==> config.mk <==
export PLATFORM = sky130hd
export DESIGN_NAME = bus_err_capture
export DESIGN_NICKNAME = d
export VERILOG_FILES = /design/src/rtl/bec_pkg.sv /design/src/rtl/bec_prio_enc.sv /design/src/rtl/bec_event_reg.sv /design/src/rtl/bec_attr_reg.sv /design/src/rtl/bus_err_capture.sv
export SDC_FILE = /design/constraint.sdc
export NUM_CORES = 1
export LEC_CHECK = 0
export BUFFER_PORTS_ARGS = -buffer_cell sky130_fd_sc_hd__buf_2
export CORE_MARGIN = 4
export CORE_UTILIZATION = 50
export CTS_CLUSTER_DIAMETER = 30
export DETAILED_ROUTE_END_ITERATION = 16
export PLACE_DENSITY = 0.87
export SLEW_MARGIN = 25
export SYNTH_ARGS = -nofsm -noshare
export SYNTH_HDL_FRONTEND = slang
export SYNTH_SLANG_ARGS = --single-unit
==> constraint.sdc <==
create_clock -name clk -period 2 [get_ports clk]
set_input_delay 0.6 -clock clk [delete_from_list [all_inputs] [get_ports clk]]
set_output_delay 0.6 -clock clk [all_outputs]
set_load 0.05 [all_outputs]
==> src/rtl/bec_pkg.sv <==
package bec_pkg;
  localparam int NUM_EV    = 6;
  localparam int CODE_W    = 3;
  localparam int BURST_BIT = 3;
  localparam int SIZE_LSB  = 4;
  localparam int TYPE_LSB  = 8;
  localparam int MID_LSB   = 16;

  typedef enum logic [CODE_W-1:0] {
    EV_ADDR_TMO  = 3'd0,
    EV_DATA_TMO  = 3'd1,
    EV_ADDR_ONLY = 3'd2,
    EV_CTRL_WORD = 3'd3,
    EV_RSVD_TYPE = 3'd4,
    EV_XFER_ERR  = 3'd5
  } ev_code_e;

  typedef enum logic [1:0] {
    SEL_EVENT = 2'd0,
    SEL_MASK  = 2'd1,
    SEL_ATTR  = 2'd2,
    SEL_NONE  = 2'd3
  } reg_sel_e;
endpackage

==> src/rtl/bec_prio_enc.sv <==
module bec_prio_enc #(
  parameter int N  = 6,
  parameter int CW = 3
) (
  input  logic [N-1:0]  req,
  output logic [CW-1:0] code,
  output logic          any
);
  // Scan from the top so the lowest set index is the last assignment.
  always_comb begin
    code = '0;
    for (int i = N - 1; i >= 0; i--) begin
      if (req[i]) code = CW'(i);
    end
  end
  assign any = |req;
endmodule

==> src/rtl/bec_event_reg.sv <==
module bec_event_reg #(
  parameter int N = 6
) (
  input  logic         clk,
  input  logic         rst,
  input  logic [N-1:0] ev_set,
  input  logic         clr_wr,
  input  logic         mask_wr,
  input  logic [N-1:0] wbits,
  output logic [N-1:0] ev_q,
  output logic [N-1:0] mask_q,
  output logic         irq
);
  logic [N-1:0] clr_bits;
  assign clr_bits = clr_wr ? wbits : '0;

  always_ff @(posedge clk) begin
    if (rst) begin
      ev_q   <= '0;
      mask_q <= '0;
      irq    <= 1'b0;
    end else begin
      ev_q <= (ev_q & ~clr_bits) | ev_set;   // set wins over clear
      if (mask_wr) mask_q <= wbits;
      irq <= |(ev_q & mask_q);
    end
  end
endmodule

==> src/rtl/bec_attr_reg.sv <==
module bec_attr_reg #(
  parameter int W = 32
) (
  input  logic         clk,
  input  logic         por_rst,
  input  logic         cap_en,
  input  logic [W-1:0] cap_word,
  output logic [W-1:0] attr_q
);
  always_ff @(posedge clk) begin
    if (por_rst)     attr_q <= '0;
    else if (cap_en) attr_q <= cap_word;
  end
endmodule

==> src/rtl/bus_err_capture.sv <==
module bus_err_capture
  import bec_pkg::*;
#(
  parameter int MID_W = 4,
  parameter int SZ_W  = 3,
  parameter int TT_W  = 5,
  parameter int DW    = 32
) (
  input  logic              clk,
  input  logic              por_rst,
  input  logic              sys_rst,
  input  logic [NUM_EV-1:0] ev_pulse,
  input  logic [MID_W-1:0]  bus_mid,
  input  logic              bus_burst,
  input  logic [SZ_W-1:0]   bus_size,
  input  logic [TT_W-1:0]   bus_type,
  input  logic [1:0]        reg_sel,
  input  logic              reg_wr,
  input  logic [NUM_EV-1:0] reg_wdata,
  output logic [DW-1:0]     reg_rdata,
  output logic              irq
);
  localparam int N = NUM_EV;

  logic              any_rst;
  logic [N-1:0]      pulse_ok;
  logic [N-1:0]      ev_q;
  logic [N-1:0]      mask_q;
  logic [CODE_W-1:0] first_code;
  logic              any_pulse;
  logic              cap_en;
  logic [DW-1:0]     cap_word;
  logic [DW-1:0]     attr_q;

  assign any_rst  = por_rst | sys_rst;
  assign pulse_ok = any_rst ? '0 : ev_pulse;

  bec_prio_enc #(.N(N), .CW(CODE_W)) u_prio (
    .req  (pulse_ok),
    .code (first_code),
    .any  (any_pulse)
  );

  bec_event_reg #(.N(N)) u_events (
    .clk     (clk),
    .rst     (any_rst),
    .ev_set  (pulse_ok),
    .clr_wr  (reg_wr && reg_sel == SEL_EVENT),
    .mask_wr (reg_wr && reg_sel == SEL_MASK),
    .wbits   (reg_wdata),
    .ev_q    (ev_q),
    .mask_q  (mask_q),
    .irq     (irq)
  );

  always_comb begin
    cap_word = '0;
    cap_word[CODE_W-1:0]              = first_code;
    cap_word[BURST_BIT]               = bus_burst;
    cap_word[SIZE_LSB +: SZ_W]        = bus_size;
    cap_word[TYPE_LSB +: TT_W]        = bus_type;
    cap_word[MID_LSB +: MID_W]        = bus_mid;
  end

  assign cap_en = any_pulse && (ev_q == '0);

  bec_attr_reg #(.W(DW)) u_attr (
    .clk      (clk),
    .por_rst  (por_rst),
    .cap_en   (cap_en),
    .cap_word (cap_word),
    .attr_q   (attr_q)
  );

  always_ff @(posedge clk) begin
    if (any_rst) begin
      reg_rdata <= '0;
    end else begin
      unique case (reg_sel)
        SEL_EVENT: reg_rdata <= DW'(ev_q);
        SEL_MASK:  reg_rdata <= DW'(mask_q);
        SEL_ATTR:  reg_rdata <= attr_q;
        default:   reg_rdata <= '0;
      endcase
    end
  end
endmodule

After elaboration in Yosys (flattened, before gate mapping)
Cells that the tools add are included.
- bits in registers: 61
- input port bits: 31
- output and inout bits: 33
- logic and storage cells: 28
- equality and inequality tests: 2
- muxes and demuxes: 9
- bitwise logic cells: 5
- reductions and logical operators: 7
- operators with widths (kind ; number):
    20-bit one-hot mux with 3 select lines ; 1
    3-bit two-way mux ; 6
    6-bit bitwise AND ; 2
    6-bit two-way mux ; 2
    6-bit OR reduction ; 2
    6-bit logical NOT ; 1
    6-bit NOT ; 1
    6-bit bitwise OR ; 1
    1-bit logical AND ; 3
    2-bit by 1-bit equality test with 1-bit output, second input constant ; 1
    2-bit equality test, second input constant ; 1
    2-bit logical NOT ; 1
    1-bit bitwise OR ; 1

Logic depth before layout (Yosys ltp)
- depth after elaboration: 8
- gate-level depth with buffers: 5
- mapped depth without buffers: 3

Modules after synthesis
From an unflattened synthesis, not the netlist that was laid out.
- cell total of the unflattened synthesis: 257
- area total of the unflattened synthesis: 2826.5 sq um
- modules (own cells, without submodules) (module ; times used ; cells an instance ; area an instance (sq um) ; sequential area each (sq um)):
    bec_attr_reg ; 1 ; 103 ; 1163.6 ; 640.6
    bus_err_capture ; 1 ; 101 ; 1111.1 ; 640.6
    bec_event_reg ; 1 ; 43 ; 499.2 ; 260.2
    bec_prio_enc ; 1 ; 10 ; 52.6 ; 0.0

Worst setup path after synthesis
Ideal clock, no wire load.
- kind: input to register
- from: input port ev_pulse[3]
- to: register u_attr.attr_q[10]
- library setup time: 118 ps
- arrival: 1729 ps
- data required time: 1882 ps
- setup slack: 153 ps
- stages on the path: 5
- path buffers: 2
- cells stage by stage: or4_4 -> o211a_1 -> buf_6 -> buf_12 -> mux2i_1
- longest elaborated chain between the ends: 3
- ends and longest elaborated chain (element ; RTL line ; text):
    start: declaration ; bus_err_capture.sv:12 ; input logic [NUM_EV-1:0] ev_pulse,
    6-bit two-way mux ; bus_err_capture.sv:36 ; assign pulse_ok = any_rst ? '0 : ev_pulse;
    6-bit OR reduction ; bec_prio_enc.sv:16 ; assign any = |req;
    1-bit logical AND ; bus_err_capture.sv:65 ; assign cap_en = any_pulse && (ev_q == '0);
    end signal: assignment ; bec_attr_reg.sv:12 ; else if (cap_en) attr_q <= cap_word;
    end: declaration ; bec_attr_reg.sv:8 ; output logic [W-1:0] attr_q
No other way between the ends.
A chain may end at the register's enable or synchronous reset.

Final worst setup path
- from: input port ev_pulse[3]
- to: register u_attr.attr_q[16]
Same word-level chain as after synthesis.

==> flow_summary.yaml <==
run_status:
  outcome: "finished, final reports clean"
sta:
  fmax_ghz: 0.6056
  final.setup.worst_slack_ns: 0.3487
  setup_tns_ns: 0
  final_max_slew_viol_count: 0
  finalCritPeriodShare_pct: 82.57
  finalSetupViolCount: 0
  fin_worst_skew_ns: 0.003033
  rsz0062_at_grt: "no"
  hold_viol: 0
  layout_min_cycle_time_ns: 1.651
route:
  wl_per_cell_um: 13.46
  vias: 1470
  drc_errors: 0
  top_layer: "met4"
  drt-initial-drc-count: 67
  m1WireLength_um: 1711
  drtAntennaViolNets: 0
  dr.pass1.iters: 4
  met2_length_um: 1850
  via_per_inst: 5.034
  wl_met3_um: 299
  route.final.wire_length_um: 3929
critical_path:
  critical_path.max_stage_delay_ns: 0.54
  endpoint_kind: "register"
  worst_r2r_endpoint: "u_attr.attr_q[16]"
  r2r_cells: 4
  cp_top_family: "simple AND/OR/NAND/NOR gates"
  critPathKind: "primary input to register"
  crit_cells: 5
  crit_slowest_cell: "or4_4"
  crit_end: "u_attr.attr_q[16]"
  path_cells: "buf_2 > or4_4 > o211a_1 > buf_12 > mux2i_1"
  crit_required_ns: 2.22
  critPathBufInv: 2
  rr_startpoint: "u_events.ev_q[5]"
  worstSetupStartpoint: "ev_pulse[3]"
  reg2reg_setup_slack_ns: 0.47
  arrival_ns: 1.87
  start_kind: "primary input"
  crit_fanout: 13
placed_design:
  placed_cells: 284
  io_buffer_count: 47
  gp_congestion: 0.7940
  dp_hpwl_um: 2925
  dp_slack_ns: 0.07675
clock_network:
  cts_made_buffers: 5
  htree_levels: 2
  cts_hold_buf: 0
  clockBufferDepth: 2
  clock_latency_ns: 0.30
  cts_root_buffer: "clkbuf_8"
  clkSinkCount: 45
  cts.repair.resized: 0
  cts_tree: "yes"
  post-cts-setup-buffers: 0
  clkTransAtPathRegs_ns: 0.08
final_layout:
  final_nets: 274
  layout.cells.non_filler: 292
  area_delta_synth_final_pct: 18.39
  drive_gt1_share_pct: 29.92
  multi_input_area_um2: 949.7
  nFillCells: 330
  n_antenna_cell: 0
  seqCellArea_um2: 900.9
synth:
  syn_area_per_cell_um2: 10.29
  ys_warn_count: 0
  yosysUniqueCellTypes: 34
  syn_inst: 193
  syn_area_um2: 1987
  synth-seq-cells: 45
  seq_area_frac_synth_pct: 45.34
grt:
  antenna_found_initial: 0
  grt_pass1_vias: 1360
  grt_usage_pct: 15.92
  grt_max_degree: 25
  grt_pass1_wl_um: 6265
  gr-total-overflow: 0
die:
  die-area_um2: 5047
  io_pins: 64
  design.core.area_um2: 3744
  rows: 22
  die_y_um: 71.04
  fp.dieW_um: 71.04
  initial_utilization_pct: 53.07
power:
  leakage_nw: 1.081
  power_per_cell_area_nw_per_um2: 853.1
  ir_drop_v: 0.0004193
  p_total_mw: 2.007
hold_path:
  hp-class: "register to register"
  whs_path_depth: 1
flow_run:
  maxCapViolCount: 0
-- power breakdown --
part | leakage (nW) | internal, mW | switching, mW
Combinational | 0.647 | 0.100 | 0.162
Clock | 0.0681 | 0.496 | 0.301
Sequential | 0.365 | 0.925 | 0.0214
Total | 1.08 | 1.52 | 0.485
-- per-stage QoR --
stage          hold slack [ns]  area [um2]  util, %
6_report                0.4598        2352    62.83
5_1_grt                 0.4969        2352    62.83
4_1_cts                 0.4665        2352    62.83
3_5_place_dp            0.4462        2218    59.26
3_3_place_gp            0.4394        2218    59.26
2_1_floorplan           0.4309        2043        -
-- worst reg2reg max path: cells and delay by family, from the launching register on --
kind	cells	cell delay (ns)
buf+inv	1	0.16
simple gates	1	0.44
compound gates	1	0.26
mux	1	0.24
flops	1	0.36
-- layout make-up --
type                            count  share of cell area (%)
Sequential cell                    45                   38.30
Inverter                            4                  0.6383
Clock buffer                        5                   2.926
Tap cell                           48                   2.553
Multi-Input combinational cell    134                   40.37
Timing Repair Buffer               53                   12.45
Clock inverter                      3                   2.766
-- routing by layer --
layer / vias up / global-route usage, %
met5: - / 0
met4: 0 / 6.263
met3: 6 / 4.830
met2: 53 / 26.06
met1: 679 / 19.56
li1: 732 / -
-- synth_stat cells --
master | count | area (um2)
a2111oi_0 | 1 | 8.760
a21bo_2 | 3 | 30.03
a21boi_0 | 3 | 22.52
a21oi_1 | 3 | 15.01
a22oi_1 | 3 | 22.52
a2bb2oi_1 | 6 | 52.55
a311oi_1 | 2 | 17.52
a31o_2 | 1 | 8.760
a31oi_1 | 2 | 12.51
and2_1 | 10 | 62.56
and2b_2 | 1 | 8.760
buf_12 | 1 | 20.02
buf_4 | 16 | 120.1
buf_6 | 1 | 11.26
clkbuf_1 | 7 | 26.28
conb_1 | 1 | 3.750
dfxtp_1 | 45 | 900.9
inv_1 | 4 | 15.01
mux2i_1 | 26 | 260.3
nand2b_1 | 27 | 168.9
nand3b_1 | 1 | 7.510
nor2_1 | 12 | 45.04
nor2b_1 | 2 | 12.51
nor3_1 | 1 | 5.000
nor3b_1 | 2 | 15.01
nor4_1 | 1 | 6.260
nor4_4 | 1 | 21.27
o211a_1 | 1 | 10.01
o211ai_1 | 1 | 7.510
o21ba_2 | 3 | 30.03
o31ai_1 | 1 | 7.510
or2_2 | 2 | 12.51
or4_1 | 1 | 7.510
or4_4 | 1 | 11.26
-- worst min path at each step --
stage	endpoint	startpoint	slack (ns)
floorplan	reg_rdata[10]	u_attr.attr_q[10]	0.43
global route	reg_rdata[10]	u_attr.attr_q[10]	0.50
finish	reg_rdata[19]	u_attr.attr_q[19]	0.46
CTS	reg_rdata[19]	u_attr.attr_q[19]	0.47
detailed placement	reg_rdata[19]	u_attr.attr_q[19]	0.45
global placement	reg_rdata[17]	u_attr.attr_q[17]	0.44
-- registers in the layout, indices dropped and copies added (netlist names) --
register / count
u_attr.attr_q: 16
reg_rdata: 16
u_events.ev_q: 6
u_events.irq: 1
u_events.mask_q: 6
-- kinds of logic after synthesis --
group           count (synthesis)  share of synthesized area, %
compound gates                 30                         12.34
buf+inv                        29                         9.698
flops                          45                         45.34
mux                            26                         13.10
other cells                     1                        0.1887
simple gates                   62                         19.33
-- cell usage in the layout (no fill, tap or decap), types with 2 or more instances in the layout --
cell type / n
dfxtp_1: 45
o21ba_2: 3
nor2b_1: 2
a21boi_0: 3
a311oi_1: 2
inv_1: 4
a21bo_2: 3
a22oi_1: 3
bufinv_16: 2
and2_1: 10
buf_2: 47
clkbuf_8: 5
a31oi_1: 2
nor3b_1: 2
conb_1: 16
a21oi_1: 3
buf_4: 5
nor2_1: 12
mux2i_1: 26
or2_2: 2
a2bb2oi_1: 6
nand2b_1: 27
Note: power is estimated with default switching activity, not from simulation.
